`src/rtl/lcd3_pkg.sv`:
```
package lcd3_pkg;
  typedef enum logic [1:0] {
    LV_GND       = 2'd0,
    LV_THIRD     = 2'd1,
    LV_TWO_THIRD = 2'd2,
    LV_SUPPLY    = 2'd3
  } lvl_e;

  // Level driven by a common, given whether it is selected and the frame polarity
  function automatic lvl_e com_level(input logic sel, input logic pol);
    if (sel) return pol ? LV_GND : LV_SUPPLY;
    return pol ? LV_TWO_THIRD : LV_THIRD;
  endfunction

  // Level driven by a segment, given its display bit and the frame polarity
  function automatic lvl_e seg_level(input logic on, input logic pol);
    if (on) return pol ? LV_SUPPLY : LV_GND;
    return pol ? LV_THIRD : LV_TWO_THIRD;
  endfunction
endpackage

```
`src/rtl/lcd3_serial_rx.sv`:
```
module lcd3_serial_rx #(
  parameter int                ADDR_W   = 8,
  parameter logic [ADDR_W-1:0] ADDR_VAL = 8'h42,
  parameter int                DATA_W   = 212
) (
  input  logic              clk,
  input  logic              rst_n,
  input  logic              ce,
  input  logic              cl,
  input  logic              di,
  output logic              load_vld,
  output logic [DATA_W-1:0] load_data
);
  localparam int CW = $clog2(DATA_W + 2);
  localparam logic [CW-1:0] CNT_SAT  = CW'(DATA_W + 1);
  localparam logic [CW-1:0] CNT_FULL = CW'(DATA_W);

  logic              ce_q, cl_q, addr_ok;
  logic [ADDR_W-1:0] addr_sh;
  logic [DATA_W-1:0] data_sh;
  logic [CW-1:0]     cnt;
  logic              cl_rise, ce_rise, ce_fall;

  assign cl_rise = cl & ~cl_q;
  assign ce_rise = ce & ~ce_q;
  assign ce_fall = ~ce & ce_q;

  always_ff @(posedge clk or negedge rst_n) begin
    if (!rst_n) begin
      ce_q      <= 1'b0;
      cl_q      <= 1'b0;
      addr_ok   <= 1'b0;
      addr_sh   <= '0;
      data_sh   <= '0;
      cnt       <= '0;
      load_vld  <= 1'b0;
      load_data <= '0;
    end else begin
      ce_q     <= ce;
      cl_q     <= cl;
      load_vld <= 1'b0;
      if (cl_rise) begin
        if (ce) begin
          data_sh <= {di, data_sh[DATA_W-1:1]};
          if (cnt != CNT_SAT) cnt <= cnt + 1'b1;
        end else begin
          addr_sh <= {di, addr_sh[ADDR_W-1:1]};
        end
      end
      if (ce_rise) begin
        cnt     <= '0;
        addr_ok <= (addr_sh == ADDR_VAL);
      end
      if (ce_fall) begin
        if (addr_ok && cnt == CNT_FULL) begin
          load_vld  <= 1'b1;
          load_data <= data_sh;
        end
        addr_ok <= 1'b0;
      end
    end
  end


  load_on_ce_fall_chk: assert property (@(posedge clk) disable iff (!rst_n)
    load_vld |-> (!ce_q && $past(ce_q)));


  cnt_bound_chk: assert property (@(posedge clk) disable iff (!rst_n)
    cnt <= CNT_SAT);
endmodule

```
`src/rtl/lcd3_timing.sv`:
```
module lcd3_timing #(
  parameter int NCOM  = 3,
  parameter int FRAME = 384,
  localparam int CIW  = (NCOM > 1) ? $clog2(NCOM) : 1
) (
  input  logic           clk,
  input  logic           rst_n,
  input  logic           tick,
  output logic [CIW-1:0] com_idx,
  output logic           pol
);
  localparam int SLOT = FRAME / NCOM;
  localparam int PW   = (SLOT > 1) ? $clog2(SLOT) : 1;
  localparam logic [PW-1:0]  PH_LAST  = PW'(SLOT - 1);
  localparam logic [CIW-1:0] COM_LAST = CIW'(NCOM - 1);

  logic [PW-1:0] phase;

  always_ff @(posedge clk or negedge rst_n) begin
    if (!rst_n) begin
      phase   <= '0;
      com_idx <= '0;
      pol     <= 1'b0;
    end else if (tick) begin
      if (phase == PH_LAST) begin
        phase <= '0;
        if (com_idx == COM_LAST) begin
          com_idx <= '0;
          pol     <= ~pol;
        end else begin
          com_idx <= com_idx + 1'b1;
        end
      end else begin
        phase <= phase + 1'b1;
      end
    end
  end


  com_range_chk: assert property (@(posedge clk) disable iff (!rst_n)
    com_idx <= COM_LAST);


  hold_no_tick_chk: assert property (@(posedge clk) disable iff (!rst_n)
    !tick |=> ($stable(com_idx) && $stable(phase) && $stable(pol)));


  pol_flip_chk: assert property (@(posedge clk) disable iff (!rst_n)
    (tick && com_idx == COM_LAST && phase == PH_LAST) |=> (pol != $past(pol)));
endmodule

```
`src/rtl/lcd3_drive.sv`:
```
module lcd3_drive
  import lcd3_pkg::*;
#(
  parameter int NCOM  = 3,
  parameter int NSEG  = 68,
  parameter int NPORT = 4,
  localparam int CIW  = (NCOM > 1) ? $clog2(NCOM) : 1
) (
  input  logic [CIW-1:0]       com_idx,
  input  logic                 pol,
  input  logic                 blank,
  input  logic [NSEG*NCOM-1:0] disp,
  input  logic [NPORT-1:0]     pmode,
  input  logic [NPORT-1:0]     pval,
  output logic [NCOM*2-1:0]    com_lvl,
  output logic [NSEG*2-1:0]    seg_lvl
);
  for (genvar c = 0; c < NCOM; c++) begin : g_com
    always_comb begin
      if (blank) com_lvl[c*2 +: 2] = LV_GND;
      else       com_lvl[c*2 +: 2] = com_level(com_idx == CIW'(c), pol);
    end
  end

  for (genvar s = 0; s < NSEG; s++) begin : g_seg
    logic on;
    assign on = disp[s*NCOM + int'(com_idx)];
    if (s < NPORT) begin : g_port
      always_comb begin
        if (blank)         seg_lvl[s*2 +: 2] = LV_GND;
        else if (pmode[s]) seg_lvl[s*2 +: 2] = pval[s] ? LV_SUPPLY : LV_GND;
        else               seg_lvl[s*2 +: 2] = seg_level(on, pol);
      end
    end else begin : g_plain
      always_comb begin
        if (blank) seg_lvl[s*2 +: 2] = LV_GND;
        else       seg_lvl[s*2 +: 2] = seg_level(on, pol);
      end
    end
  end
endmodule

```
`src/rtl/lcd3_driver.sv`:
```
module lcd3_driver #(
  parameter int         NCOM   = 3,
  parameter int         NSEG   = 68,
  parameter int         NPORT  = 4,
  parameter int         FRAME  = 384,
  parameter int         ADDR_W = 8,
  parameter logic [7:0] ADDR   = 8'h42
) (
  input  logic              clk,
  input  logic              rst_n,
  input  logic              osc_tick,
  input  logic              inh_n,
  input  logic              ser_ce,
  input  logic              ser_cl,
  input  logic              ser_di,
  output logic [NCOM*2-1:0] com_lvl,
  output logic [NSEG*2-1:0] seg_lvl
);
  localparam int DISP_W = NSEG * NCOM;
  localparam int DATA_W = DISP_W + 2 * NPORT;
  localparam int CIW    = (NCOM > 1) ? $clog2(NCOM) : 1;

  logic              load_vld;
  logic [DATA_W-1:0] load_data;
  logic [DISP_W-1:0] disp_q;
  logic [NPORT-1:0]  pmode_q, pval_q;
  logic              shown_q, blank;
  logic [CIW-1:0]    com_idx;
  logic              pol;

  lcd3_serial_rx #(.ADDR_W(ADDR_W), .ADDR_VAL(ADDR_W'(ADDR)), .DATA_W(DATA_W)) u_rx (
    .clk(clk), .rst_n(rst_n), .ce(ser_ce), .cl(ser_cl), .di(ser_di),
    .load_vld(load_vld), .load_data(load_data)
  );

  lcd3_timing #(.NCOM(NCOM), .FRAME(FRAME)) u_tim (
    .clk(clk), .rst_n(rst_n), .tick(osc_tick), .com_idx(com_idx), .pol(pol)
  );

  always_ff @(posedge clk or negedge rst_n) begin
    if (!rst_n) begin
      disp_q  <= '0;
      pmode_q <= '0;
      pval_q  <= '0;
      shown_q <= 1'b0;
    end else if (load_vld) begin
      disp_q  <= load_data[DISP_W-1:0];
      pmode_q <= load_data[DISP_W +: NPORT];
      pval_q  <= load_data[DISP_W+NPORT +: NPORT];
      shown_q <= 1'b1;
    end
  end

  assign blank = ~inh_n | ~shown_q;

  lcd3_drive #(.NCOM(NCOM), .NSEG(NSEG), .NPORT(NPORT)) u_drv (
    .com_idx(com_idx), .pol(pol), .blank(blank), .disp(disp_q),
    .pmode(pmode_q), .pval(pval_q), .com_lvl(com_lvl), .seg_lvl(seg_lvl)
  );

  // Commons sitting at an extreme level (selected)
  logic [NCOM-1:0] com_ext;
  always_comb begin
    for (int c = 0; c < NCOM; c++)
      com_ext[c] = (com_lvl[c*2 +: 2] == 2'd0) || (com_lvl[c*2 +: 2] == 2'd3);
  end


  one_selected_chk: assert property (@(posedge clk) disable iff (!rst_n)
    !blank |-> $onehot(com_ext));


  inhibit_blank_chk: assert property (@(posedge clk) disable iff (!rst_n)
    !inh_n |-> (com_lvl == '0 && seg_lvl == '0));


  latch_hold_chk: assert property (@(posedge clk) disable iff (!rst_n)
    !load_vld |=> ($stable(disp_q) && $stable(pmode_q) && $stable(pval_q)));


  port_static_chk: assert property (@(posedge clk) disable iff (!rst_n)
    (!blank && pmode_q[0]) |-> (seg_lvl[1:0] == {2{pval_q[0]}}));


  reset_dark_chk: assert property (@(posedge clk) disable iff (!rst_n)
    !shown_q |-> (com_lvl == '0 && seg_lvl == '0));
endmodule

```
`config.mk`:
```
export PLATFORM = sky130hd
export DESIGN_NAME = lcd3_driver
export DESIGN_NICKNAME = d
export VERILOG_FILES = /design/src/rtl/lcd3_pkg.sv /design/src/rtl/lcd3_serial_rx.sv /design/src/rtl/lcd3_timing.sv /design/src/rtl/lcd3_drive.sv /design/src/rtl/lcd3_driver.sv
export SDC_FILE = /design/constraint.sdc
export NUM_CORES = 1
export LEC_CHECK = 0
export BUFFER_PORTS_ARGS = -buffer_cell sky130_fd_sc_hd__buf_4
export CORE_AREA = 2 2 318 320
export DETAILED_ROUTE_END_ITERATION = 8
export DIE_AREA = 0 0 320 322
export REMOVE_ABC_BUFFERS = 1
export SLEW_MARGIN = 20
export SYNTH_ARGS = -nofsm -noshare
export SYNTH_HDL_FRONTEND = slang
export SYNTH_SLANG_ARGS = --single-unit
```
`constraint.sdc`:
```
create_clock -name clk -period 9 [get_ports clk]
set_input_delay 1.8 -clock clk [delete_from_list [all_inputs] [get_ports clk]]
set_output_delay 1.8 -clock clk [all_outputs]
set_load 0.005 [all_outputs]
```
==> impl.org, run 1 <==
** Status
- Status :: complete, no violations

** Synth
- Counting flops with a built-in enable in the synthesized netlist gives 0.
- Synthesized-area fraction occupied by and/or/nand/nor cells :: between 10 and 15%
- Syn Std Cell Area :: about 0.030 sq mm
- Sequential elements use 56.1% of the synthesized area.
- Multiplexer area fraction after synthesis :: 26.8%
- Summing the areas of all fa, ha and maj instances in the mapped netlist gives 0.505% of the synthesized area.
- Counting every instance in the synthesized netlist gives 2330.
- By area, the combinational part of the netlist is dominated by multiplexers.
- Summing the areas of all xor and xnor instances in the mapped netlist gives roughly 1.2% of the synthesized area.
- Flop and latch count out of synthesis :: 667
- For this run, the number of Yosys warnings is 0.
- Synth async-reset ratio :: 100%
- Dividing the synthesized area by the synthesized cell count gives about 13 sq um.
- Among all flip-flop cells after synthesis, the most frequent one is sky130_fd_sc_hd__dfrtp_1.
- Synth cell types :: between 40 and 50
- Summing the areas of all compound-gate instances in the mapped netlist gives less than 1% of the synthesized area.

** CTS
- Post-CTS timing repair inserted 0 buffers for setup.
- In this run the number of H-tree levels came out at 3.
- After clock tree synthesis, the clock-pin slew on the worst setup and hold paths is about 60 ps.
- Clock root cell :: sky130_fd_sc_hd__clkbuf_16
- Post-cts resize count :: 0
- TritonCTS built the clock tree.
- No sink is reached through more buffers than the 3 on the longest clock path.
- Clock tree synthesis found a total of around 670 sinks.
- Skew-Pair Late Insertion Delay :: a little over 600 ps
- Hold repair after CTS inserted 0 buffers.
- TritonCTS created 68 clock buffers.

** Layout
- Final net count :: between 2000 and 2500
- Fraction of layout cells with a size suffix above 1 :: roughly a third
- After routing the design area is roughly 0.034 sq mm.
- Synthesis-to-layout area growth :: 13.8%
- Final Non-Filler Cells :: roughly 3700

** GRT
- Antenna violations before repair :: 0
- Most used routing layer :: met2
- Routing usage on met3 :: 2.30%
- Met1 track demand over resource in global routing :: 17.1%
- Pin count of the biggest net entering global routing :: 193
- Global routing used approximately 19% of the available met2 tracks.
- For this run, the total global-route usage over all layers was measured as between 10% and 20%.
- Summed over all layers, the global routing overflow is 0.
- The via count of the first global-routing pass was ~18000.
- Global-route wire length before repair :: around 100 mm

** Timing
- Slew of the pin with the lowest slew margin :: 1070 ps
- For the final database, setup skew stands at roughly 21 ps.
- Final total negative setup slack :: 0 ps
- Setup violations remaining at the end of the flow were counted as 0.
- Minimum clock period after layout :: 6240 ps
- In the finished design, the share of the clock period the worst path needs comes to 69.4%.
- The hold violation count in the final report is 0.
- Based on the critical path, the design can be clocked at up to 0.160 GHz.
- Setup repair after global routing missed its margin :: false
- Across all hold checks on the routed design, the worst slack comes to approximately 480 ps.
- Number of pins with negative max-slew slack in the final report :: 0
- The worst pin sits at a relative slew slack of approximately 29%.

** Place
- Number of buffers inserted by port buffering :: 148
- Detailed-placement wirelength estimate :: roughly 36 mm
- Cells after DPL :: 3600
- RePlAce Congestion :: between 0.6 and 0.7
- Area after DPL :: ~0.032 sq mm

** Setup path
- In this run the worst path has a maximum fanout of 41.
- Critical path launch point :: u_tim.com_idx[1]
- Critical Path End Type :: output pin
- Critical path data required time :: between 7000 and 8000 ps
- Reg2Reg Depth :: 6
- Slack of the worst reg-to-reg path :: between 5000 and 6000 ps
- Class of the most critical setup path :: register to output pin
- Startpoint of the lowest-slack register-to-register path :: u_rx.cnt[0]
- CP Data Arrival Time :: ~4400 ps
- The worst setup path is launched from a register.
- End point of the critical path :: seg_lvl[59]
- Reg2reg end :: u_rx.load_data[154]

** Drt
- Before antenna repair, the detailed router went through 4 iterations.
- Final routed wire length divided by cell count :: approximately 17 microns
- Summed over all layers, the routed wires come to between 60 and 70 mm.
- The first routing iteration left between 1000 and 1500 violations.
- DRC Markers :: 0
- Vias per Instance :: approximately 4.6
- The count of nets left with antenna violations once routing finished came out at 0.
- Total vias in the final route :: around 17000

** Flow run
- Number of violations of the max-capacitance limit :: 0

** Floorplan
- I/O pin count :: around 150
- The die covers 0.103 sq mm.
- The core region is roughly 0.10 sq mm.
- Die width :: approximately 320 microns
- The floorplan has roughly 120 rows.
- Die Y :: approximately 320 microns
- The initial utilization of the core area, before any placement, comes to 29.9%.

** Power
- Dividing total power by cell area gives a power density of 182 mW/mm^2.
- Peak supply drop :: approximately 0.12 mV
- The design draws 6180 uW.
- In this run the static leakage power is roughly 0.017 uW.

** Hold path
- The worst hold path belongs to the class register to register.
- The startpoint identified for the worst hold timing path is u_rx.addr_ok.
==> metal layers <==
| layer | wire length [microns] | up-vias |
|---|---|---|
| met4 | 1410 | 0 |
| met1 | 30000 | 8844 |
| met2 | 28900 | 219 |
| li1 | - | 7912 |
| met3 | 2300 | 77 |
| met5 | 0 | - |
==> how the worst min path moves through the flow <==
stage	end	depth (start not counted)	slack, ps
after floorplan	u_rx.addr_ok	2	430
after global placement	u_rx.addr_ok	2	450
after detailed placement	u_rx.addr_ok	2	450
after CTS	u_rx.addr_ok	2	470
after global routing	u_rx.load_data[170]	1	500
final	u_rx.addr_ok	2	480
==> metrics by stage <==
| stage | setup WS, ps | util [%] |
|---|---|---|
| after floorplan | -489 | - |
| after global placement | 3280 | 31.7 |
| after detailed placement | 3280 | 31.7 |
| after CTS | 2610 | 34.0 |
| after global routing | 2430 | 34.0 |
| final | 2760 | 34.0 |
==> critical path, cell delays in order, from the launching register on <==
cell                      delay [ps]
sky130_fd_sc_hd__dfrtp_2         340
sky130_fd_sc_hd__buf_4           620
sky130_fd_sc_hd__inv_1           230
sky130_fd_sc_hd__ha_4            880
sky130_fd_sc_hd__buf_4           540
sky130_fd_sc_hd__mux4_2          570
sky130_fd_sc_hd__mux2i_1         180
sky130_fd_sc_hd__nand2_1          70
sky130_fd_sc_hd__o21ai_0         190
sky130_fd_sc_hd__buf_4           190
==> Yosys cell counts (3+ instances only) <==
cell,count,area [sq um]
sky130_fd_sc_hd__buf_2,54,270
sky130_fd_sc_hd__nor2_1,48,180
sky130_fd_sc_hd__mux2_2,310,3490
sky130_fd_sc_hd__a21oi_1,8,40.0
sky130_fd_sc_hd__xnor2_1,41,359
sky130_fd_sc_hd__or3_1,3,18.8
sky130_fd_sc_hd__buf_1,12,45.0
sky130_fd_sc_hd__mux2_4,110,1650
sky130_fd_sc_hd__ha_1,12,150
sky130_fd_sc_hd__nor3_1,3,15.0
sky130_fd_sc_hd__dfrtp_1,667,16700
sky130_fd_sc_hd__clkbuf_1,42,158
sky130_fd_sc_hd__nand3_1,8,40.0
sky130_fd_sc_hd__inv_1,11,41.3
sky130_fd_sc_hd__mux4_2,101,2270
sky130_fd_sc_hd__buf_6,20,225
sky130_fd_sc_hd__nand2_1,682,2560
sky130_fd_sc_hd__mux2_1,15,169
sky130_fd_sc_hd__and3_1,3,18.8
sky130_fd_sc_hd__o21ai_0,40,200
sky130_fd_sc_hd__o31ai_1,4,30.0
sky130_fd_sc_hd__mux2i_1,38,380
sky130_fd_sc_hd__buf_4,72,541
==> where the power goes <==
part	internal (uW)	leakage, uW	switching [uW]	total, uW
combinational	52.0	0.00664	121	173
sequential	3040	0.00928	36.2	3080
clock	1740	0.00113	1190	2930
==> registers in the layout (all words and copies together), names as in the netlist, 4 cells and up <==
name / cells
u_rx.data_sh: 212
u_rx.addr_sh: 8
pmode_q: 4
u_rx.cnt: 8
disp_q: 204
u_rx.load_data: 212
pval_q: 4
u_tim.phase: 7
==> kinds of logic after synthesis <==
kind of cell	Yosys count
AOI/OAI and AO/OA	55
adders and majority gates	12
muxes	574
xor gates and xnor gates	42
buffers and inverters	213
and+or+nand+nor	767
DFF	667
==> layout by cell type (no fill, tap or decap), types with 2 or more instances in the layout <==
cell type / count
sky130_fd_sc_hd__a21oi_1: 8
sky130_fd_sc_hd__and2_1: 2
sky130_fd_sc_hd__and3_1: 2
sky130_fd_sc_hd__buf_12: 6
sky130_fd_sc_hd__buf_4: 165
sky130_fd_sc_hd__bufinv_16: 6
sky130_fd_sc_hd__clkbuf_1: 16
sky130_fd_sc_hd__clkbuf_16: 71
sky130_fd_sc_hd__clkbuf_8: 14
sky130_fd_sc_hd__clkinv_2: 7
sky130_fd_sc_hd__dfrtp_1: 664
sky130_fd_sc_hd__dfrtp_4: 2
sky130_fd_sc_hd__diode_2: 2
sky130_fd_sc_hd__ha_1: 10
sky130_fd_sc_hd__inv_1: 11
sky130_fd_sc_hd__inv_2: 2
sky130_fd_sc_hd__inv_6: 3
sky130_fd_sc_hd__mux2_1: 15
sky130_fd_sc_hd__mux2_2: 310
sky130_fd_sc_hd__mux2_4: 110
sky130_fd_sc_hd__mux2i_1: 38
sky130_fd_sc_hd__mux4_2: 101
sky130_fd_sc_hd__nand2_1: 680
sky130_fd_sc_hd__nand2_2: 2
sky130_fd_sc_hd__nand2b_1: 2
sky130_fd_sc_hd__nand3_1: 8
sky130_fd_sc_hd__nor2_1: 47
sky130_fd_sc_hd__nor2b_1: 2
sky130_fd_sc_hd__nor3_1: 3
sky130_fd_sc_hd__o21ai_0: 40
sky130_fd_sc_hd__o31ai_1: 4
sky130_fd_sc_hd__or2_2: 2
sky130_fd_sc_hd__or3_1: 3
sky130_fd_sc_hd__or4_1: 2
sky130_fd_sc_hd__xnor2_1: 41
==> cell type report <==
| class | instances | area, sq um |
|---|---|---|
| fillers | 9774 | 65700 |
| clock inverters | 18 | 270 |
| inverters | 13 | 48.8 |
| diodes | 2 | 5.00 |
| flip-flops and latches | 667 | 16700 |
| multi-input cells | 1450 | 11800 |
| clock buffers | 101 | 2030 |
| well taps | 1298 | 1620 |
| repair buffers | 172 | 1370 |
Note: power is estimated with default switching activity, not from simulation.
==> run 2: changes to the inputs <==
- ABC_AREA: unset -> 1
- CORE_AREA: 2 2 318 320 -> 2 2 320 322
- DIE_AREA: 0 0 320 322 -> 0 0 322 324
- clock period: 9 -> 5.2 ns (I/O delays scaled with it)
==> impl.org, run 2 <==
** Timing
- Setup violations remaining at the end of the flow were counted as 0.
- Slew of the pin with the lowest slew margin :: roughly 1100 ps
- Rel. slew slack :: 28.6%
- The hold violation count in the final report was 0.
- Based on the critical path, the design can be clocked at up to roughly 0.21 GHz.
- Setup repair after global routing missed its margin :: false
- Number of pins with negative max-slew slack in the final report :: 0
- After layout, the worst path uses approximately nine tenths of the clock period.
- Clock Skews :: between 30 and 40 ps
- After layout, the minimum clock period comes to 4710 ps.

** Setup path
- Maximum fanout encountered on the critical timing path :: 23
- Most frequent CP cell :: sky130_fd_sc_hd__nand2_1
- CP Data Arrival Time :: approximately 3700 ps
- Reg2reg end :: u_tim.com_idx[0]
- The worst setup path is launched from a register.
- Walking the worst path, the cells encountered are clkinv_2, ha_4, clkinv_1, buf_4, nand2_1, nand2_1, nand2_1, nand2_1, nor2_1, buf_4.
- Delay of the slowest cell on the worst path :: about 630 ps
- Data on the critical path is required at its endpoint by between 4000 and 5000 ps.
- The slowest stage of the critical path is the sky130_fd_sc_hd__clkinv_1 cell.
- Startpoint of the lowest-slack register-to-register path :: u_tim.com_idx[0]
- Buf/Inv on CP :: 4
- The worst setup path is captured at an output pin.
- For the worst flop-to-flop path, the logic depth is 5.
- By startpoint and endpoint, the worst setup path is classified as register to output pin.
- Among cell families on the critical path, the largest total delay comes from buffers and inverters.
- Slack of the worst reg-to-reg path :: roughly 2600 ps

** CTS
- CTS buffer count :: 74
- Skew-Pair Late Insertion Delay :: 630 ps
- Num Clock Sinks :: 667
- TritonCTS built the clock tree.
- Once the clock tree was built, the setup fixing pass inserted 0 buffers.
- Clock-pin slew was measured on the worst setup and hold paths at ~60 ps.
- After clock tree synthesis, the repair step resized 0 gates.
- Number of buffers inserted for hold repair after clock tree synthesis :: 0
- H-Tree Level Count :: 3
- Number of buffers on the longest clock path :: 3
- The cell sitting at the root of the clock tree is a sky130_fd_sc_hd__clkbuf_16.

** Floorplan
- I/O pin count :: about 150
- The initialized floorplan defines between 100 and 150 standard-cell rows.
- Area of the die :: ~0.10 sq mm
- The core region is just over 0.1 sq mm.
- Initial core utilization :: 29.8%
- Die width :: between 300 and 400 microns
- Measured along the y axis, the die boundary spans roughly 320 microns.

** Hold path
- Hold-critical path depth :: 2
- The min-delay analysis places its worst path in the category register to register.
- For hold timing, the worst endpoint is disp_q[188].
- Startpoint of the worst hold path :: u_rx.load_data[188]

** Drt
- For this block, the routed nets add up to around 72 mm of wire.
- Dividing the detail-routed wire length by the instance count gives 14.1 microns.
- Once detail routing completed, the nets flagged for antenna violations numbered 0.
- Total iterations of the first detailed-routing run :: 5
- The detailed router placed approximately 23000 vias in this run.
- After detailed routing, the number of remaining DRC violations is 0.
- Vias per Instance :: 4.51
- Violation count after the first detailed-route iteration :: roughly 1500

** Power
- Cell internal power was estimated by the tool at approximately 8400 uW.
- Total power density per cell area :: about 320 mW/mm^2
- Static power due to leakage :: approximately 0.016 uW
- Across the VDD grid, the largest voltage drop is 0.242 mV.
- In this run, the combinational gates consume 4.0% of the power.
- Net switching component of the power :: ~2600 uW
- In this run, flip-flops and latches consume between 40% and 50% of the power.
- Clock power share :: 47.8%
- Post-layout power :: 11000 uW
- Switching fraction of total power :: between 20% and 30%

** Synth
- Measured against the total synthesized area, the mux share comes to less than 1%.
- Post-synth EDFFs :: 0
- Area share of xor/xnor cells in the synthesized design :: 0.350%
- Area share of the leading cell type in the synthesized netlist :: a little under three fifths
- Synth cell count leaders :: sky130_fd_sc_hd__nand2_1, sky130_fd_sc_hd__dfrtp_1, sky130_fd_sc_hd__o21ai_0
- Among all flip-flop cells after synthesis, the most frequent one is sky130_fd_sc_hd__dfrtp_1.
- For this run, the number of Yosys warnings is 0.
- Cell type with the highest aggregate area in the netlist :: sky130_fd_sc_hd__dfrtp_1
- The netlist uses 28 different library cells.
- Yosys instantiated no cell more often than sky130_fd_sc_hd__nand2_1.
- Dividing the synthesized area by the synthesized cell count gives roughly 8 sq um.
- Synthesized-area fraction occupied by and/or/nand/nor cells :: ~22%
- Counting flops and latches in the post-synthesis netlist gives about 670.
- Synth async-reset ratio :: 100%
- Summing the areas of all compound-gate instances in the mapped netlist gives around an eighth of the synthesized area.
- Syn Std Cell Area :: 0.0301 sq mm
- Synth Instances :: approximately 3700
- Fraction of the yosys area taken by sequential cells :: a little under three fifths
- By area, the combinational part of the netlist is dominated by simple AND/OR/NAND/NOR gates.
- Main area contributors after synthesis :: sky130_fd_sc_hd__dfrtp_1, sky130_fd_sc_hd__nand2_1, sky130_fd_sc_hd__o21ai_0
- The synthesized netlist devotes less than 1% of its cell area to adder and majority cells.

** Place
- Number of buffers inserted by port buffering :: 148
- After detailed placement, the design holds a cell count of just under 5000.
- After legalization and detailed placement, the total HPWL measured about 42 mm.
- RePlAce Congestion :: approximately 0.73

** Layout
- Leading cell type in the layout, fill and taps excluded :: sky130_fd_sc_hd__nand2_1
- Area of the multi-input gates :: 0.0105 sq mm
- Sequential cell area :: around 0.017 sq mm
- Most used cells in the layout excluding fill and tap cells :: sky130_fd_sc_hd__nand2_1, sky130_fd_sc_hd__dfrtp_1, sky130_fd_sc_hd__o21ai_0, sky130_fd_sc_hd__inv_1, sky130_fd_sc_hd__o21ai_1
- Final-layout fill cell count :: 10518
- Largest registers in the final layout :: u_rx.data_sh x212, u_rx.load_data x212, disp_q x204
- Count of inserted antenna diode cells :: 0
- Final Non-Filler Cells :: approximately 5100
- At the end of the flow the core is filled with cells to approximately 34%.
- The net count of the finished layout is around 3700.
- Synthesis-to-layout area growth :: 13.8%
- Fraction of layout cells with a size suffix above 1 :: ~8.7%

** GRT
- Global routing finished with a remaining overflow of 0.
- The via count of the first global-routing pass came to ~22000.
- Global routing consumed, over all layers together, between 10 and 15% of the routing resources.
- The first global-routing pass estimated between 100 and 150 mm of wire.
- Entering global routing, the biggest net connects approximately 180 pins.
- Antenna violations before repair :: 1

** Flow run
- Across the run, the number of max-cap violations was 0.

** Status
- Status :: complete, no violations
-- run 2: cell count changes after synthesis, sizes merged, moves of 8 or more --
cell and delta:
nand3 +130, xnor2 -38, mux2i -37, clkbuf +49
buf +45, o21ai +588, a21oi +79, mux4 -101
nor2 +100, inv +332, mux2 -434, xor2 +8
nand2 +713
-- run 2: cell families (layout without fill, tap and decap cells) --
family | after synthesis | in the layout
AOI/OAI and AO/OA | 717 | 717
adders and majority gates | 12 | 12
muxes | 2 | 2
buffers and inverters | 641 | 673
and+or+nand+nor | 1688 | 1688
DFF | 667 | 667
xor gates and xnor gates | 12 | 12
-- run 2: layer usage --
layer | routed length (microns) | track usage (%) | part of all wire, % | vias to the layer above
met5 | 0 | 0 | 0 | -
met4 | 1340 | 3.35 | 1.9 | 0
met3 | 2770 | 1.97 | 3.9 | 100
met2 | 33000 | 23.2 | 46 | 379
met1 | 34700 | 19.0 | 48 | 10880
li1 | - | - | - | 11556
-- run 2: worst max-delay path by stage --
| stage | slack (ps) | start | depth (start not counted) | to |
|---|---|---|---|---|
| after floorplan | -4760 | u_tim.com_idx[0] | 10 | seg_lvl[127] |
| after global placement | 1130 | u_tim.com_idx[0] | 10 | seg_lvl[51] |
| after detailed placement | 1090 | u_tim.com_idx[0] | 10 | seg_lvl[51] |
| after CTS | 400 | u_tim.com_idx[0] | 10 | seg_lvl[51] |
| after global routing | 320 | u_tim.com_idx[0] | 10 | seg_lvl[51] |
| final | 490 | u_tim.com_idx[0] | 10 | seg_lvl[51] |
-- run 2: final cells by class --
class	instances	share of cell area, %
Timing Repair Buffer	192	4.68
Clock inverter	27	1.03
Inverter	347	3.83
Clock buffer	107	6.27
Tap cell	1309	4.79
Multi-Input combinational cell	2431	30.6
Sequential cell	667	48.8
-- run 2: power groups by stage --
stage	logic (uW)	registers, uW	clock network (uW)
after floorplan	208	5400	0
after detailed placement	459	5400	0
after CTS	459	5300	5400
after global placement	451	5400	0
after global routing	517	5310	5630
final	443	5310	5270
-- run 2: through the flow --
step	area, sq um	setup WS [ps]	TNS (ps)	hold WS [ps]
floorplan	28400	-4760	-1683790	437
global placement	31700	1130	0	453
detailed placement	31700	1090	0	455
CTS	34200	397	0	455
global route	34200	321	0	486
finish	34200	489	0	456
-- run 2: tightest hold or removal path, cell delays in order, from the launching register on --
cell	delay (ps)
sky130_fd_sc_hd__dfrtp_1	340
sky130_fd_sc_hd__nand2_1	50
sky130_fd_sc_hd__nand2_1	50
==> run 3: changes to the inputs <==
--- a/config.mk
+++ b/config.mk
@@ -13,3 +13,2 @@
 export REMOVE_ABC_BUFFERS = 1
-export SLEW_MARGIN = 20
 export SYNTH_ARGS = -nofsm -noshare
--- a/constraint.sdc
+++ b/constraint.sdc
@@ -3,2 +3,2 @@
 set_output_delay 1.04 -clock clk [all_outputs]
-set_load 0.005 [all_outputs]
+set_load 0.1 [all_outputs]
==> impl.org, run 3 (synthesis gave the netlist of run 2 again) <==
** Status
- Status :: complete, no violations

** Drt
- Final Routed Wirelength :: between 70 and 80 mm
- Violation count after the first detailed-route iteration :: around 1600
- ANT nets after route :: 0
- The pre-antenna-repair detailed-routing pass consisted of 5 iterations.
- Final routed wire length divided by cell count :: 14.0 microns
- Dividing the detail-routed via count by the number of cells gives 4.49.
- Summing over every cut layer, the via total after detailed routing is approximately 23000.
- DRC Markers :: 0

** CTS
- CTS tree :: yes
- Skew-Pair Late Insertion Delay :: between 600 and 700 ps
- Num Clock Sinks :: 667
- Counting along the longest clock path gives a buffer depth of 3.
- Once the clock tree was built, the setup fixing pass inserted 0 buffers.
- Buffers inserted to repair hold after CTS numbered 0.
- Clock root cell :: sky130_fd_sc_hd__clkbuf_16
- Gates resized during post-CTS repair numbered 0.
- After clock tree synthesis, the clock-pin slew on the worst setup and hold paths is roughly 60 ps.
- H-Tree Level Count :: 3
- The number of clock buffers added by TritonCTS is 75.

** Floorplan
- The die is roughly 320 microns wide.
- The die covers ~0.10 sq mm.
- The floorplan step defined a core boundary enclosing just over 0.1 sq mm.
- During I/O placement, the number of pins put on the boundary was 149.
- The initialized floorplan defines 117 standard-cell rows.
- Once the floorplan was initialized, standard cells occupied between 20 and 30% of the core.
- From bottom edge to top edge, the die measures 324 microns.

** Setup path
- End point of the critical path :: seg_lvl[81]
- The critical path starts at u_tim.com_idx[0].
- CP Data Arrival Time :: approximately 3600 ps
- Maximum fanout encountered on the critical timing path :: approximately 190
- Critical Path End Type :: output pin
- The worst setup path is of the register to output pin kind.
- For the worst setup path, the data required time is about 4200 ps.
- Slack of the worst reg-to-reg path :: 2640 ps
- In this run the critical register-to-register path is captured at u_rx.load_data[210].
- CP Launch Type :: register
- Reg2Reg Depth :: 8
- The worst register-to-register path begins at u_rx.cnt[0].

** Timing
- After layout, the minimum clock period comes to 4660 ps.
- FMAX :: 0.215 GHz
- Slew of the pin with the lowest slew margin :: 1050 ps
- Across all hold checks on the routed design, the worst slack comes to about 460 ps.
- The final critical path takes up 89.6% of the cycle.
- Total setup violations reported at the end of the flow :: 0
- The number of pins exceeding their max-slew limit in the final report is 0.
- Rel. slew slack :: 29.5%
- Adding up every negative setup slack in the final design gives 0 ps.
- Setup repair after global routing left no endpoint under its margin.
- The hold violation count in the final report came to 0.
- Clock Skews :: between 40 and 50 ps

** GRT
- The first global-routing pass estimated about 120 mm of wire.
- Entering global routing, the biggest net connects 204 pins.
- The total overflow left after global routing is 0.
- The number of antenna violations at the first check in global routing came to 0.
- Number of global-route vias before repair :: around 22000
- Combined global-route utilization of all metal layers :: approximately 14%

** Layout
- The largest registers in the layout are u_rx.data_sh x212, u_rx.load_data x212, disp_q x204.
- Sequential cell area :: roughly 0.017 sq mm
- Most used cells in the layout excluding fill and tap cells :: sky130_fd_sc_hd__nand2_1, sky130_fd_sc_hd__dfrtp_1, sky130_fd_sc_hd__o21ai_0, sky130_fd_sc_hd__inv_1, sky130_fd_sc_hd__o21ai_1
- Fill cells in the final layout number approximately 11000.
- Compared with the post-synthesis result, the final layout area differs by 13.8%.
- Count of inserted antenna diode cells :: 0
- Leaving out fill and tap cells, the most frequent cell in the layout is sky130_fd_sc_hd__nand2_1.
- Area of the multi-input gates :: ~0.010 sq mm
- Final net count :: between 3000 and 4000
- Fraction of layout cells with a size suffix above 1 :: under 10%

** Place
- Routability-driven placement finished with a final weighted congestion of 0.748.
- Number of buffers inserted by port buffering :: around 150
- Detailed-placement wirelength estimate :: ~42 mm

** Hold path
- Worst hold-check path type :: register to register

** Power
- Peak supply drop :: 0.206 mV
- In this run the power density over the cells is ~330 mW/mm^2.
- In this run the static leakage power is between 0.015 and 0.02 uW.

** Flow run
- Number of violations of the max-capacitance limit :: 0
==> run 3: cell count changes in the layout (fill, tap and decap cells not counted), sizes merged <==
cell      before  now
buf          192  184
bufinv         3    4
clkbuf       107  115
clkinv        24   19
clkinvlp       3    1
inv          344  346
==> run 3: cell type report <==
cell class,instances,area share [%]
well taps,1309,4.79
flip-flops and latches,667,48.8
inverters,347,3.83
multi-input cells,2431,30.6
repair buffers,184,4.54
clock buffers,115,6.58
clock inverters,23,0.881
==> run 3: how the worst min path moves through the flow <==
stage / cells after the start / to / startpoint
after floorplan: 2 / disp_q[202] / disp_q[202]
after global placement: 2 / disp_q[140] / u_rx.load_data[140]
after detailed placement: 1 / shown_q / shown_q
final: 2 / disp_q[102] / u_rx.load_data[102]
after global routing: 2 / disp_q[102] / u_rx.load_data[102]
after CTS: 2 / disp_q[102] / u_rx.load_data[102]
==> run 3: stage by stage <==
stage                     util (%)  setup slack (ps)  instances  power, uW  area (sq um)
after detailed placement      31.3              1170       4938       5850         31700
after global placement        31.3              1200       4938       5840         31700
after global routing          33.9               272       5076      11600         34200
final                         33.9               541       5076      11100         34200
after CTS                     33.9               488       5076      11300         34200
after floorplan                  -            -88340       3445       5610         28400
==> run 3: power by group <==
group | switching (uW) | internal [uW] | leakage, uW
logic | 332 | 109 | 0.00526
clock network | 2170 | 3210 | 0.00125
registers | 50.2 | 5250 | 0.00927
==> run 3: critical path, cell delays in order (launching register included) <==
cell and delay, ps:
sky130_fd_sc_hd__dfrtp_4 420, sky130_fd_sc_hd__buf_4 540, sky130_fd_sc_hd__buf_12 670, sky130_fd_sc_hd__o21ai_0 250, sky130_fd_sc_hd__a21oi_1 190, sky130_fd_sc_hd__a21oi_1 80, sky130_fd_sc_hd__nand2_1 100, sky130_fd_sc_hd__nand2_1 60
sky130_fd_sc_hd__nor2_1 270, sky130_fd_sc_hd__buf_4 360
==> run 3: per-layer routing <==
| layer | share of wire (%) | up-vias | global-route usage [%] |
|---|---|---|---|
| li1 | - | 11566 | - |
| met1 | 48 | 10716 | 18.9 |
| met4 | 2.4 | 0 | 3.84 |
| met3 | 4.3 | 124 | 2.00 |
| met2 | 46 | 409 | 22.7 |
| met5 | 0 | - | 0 |
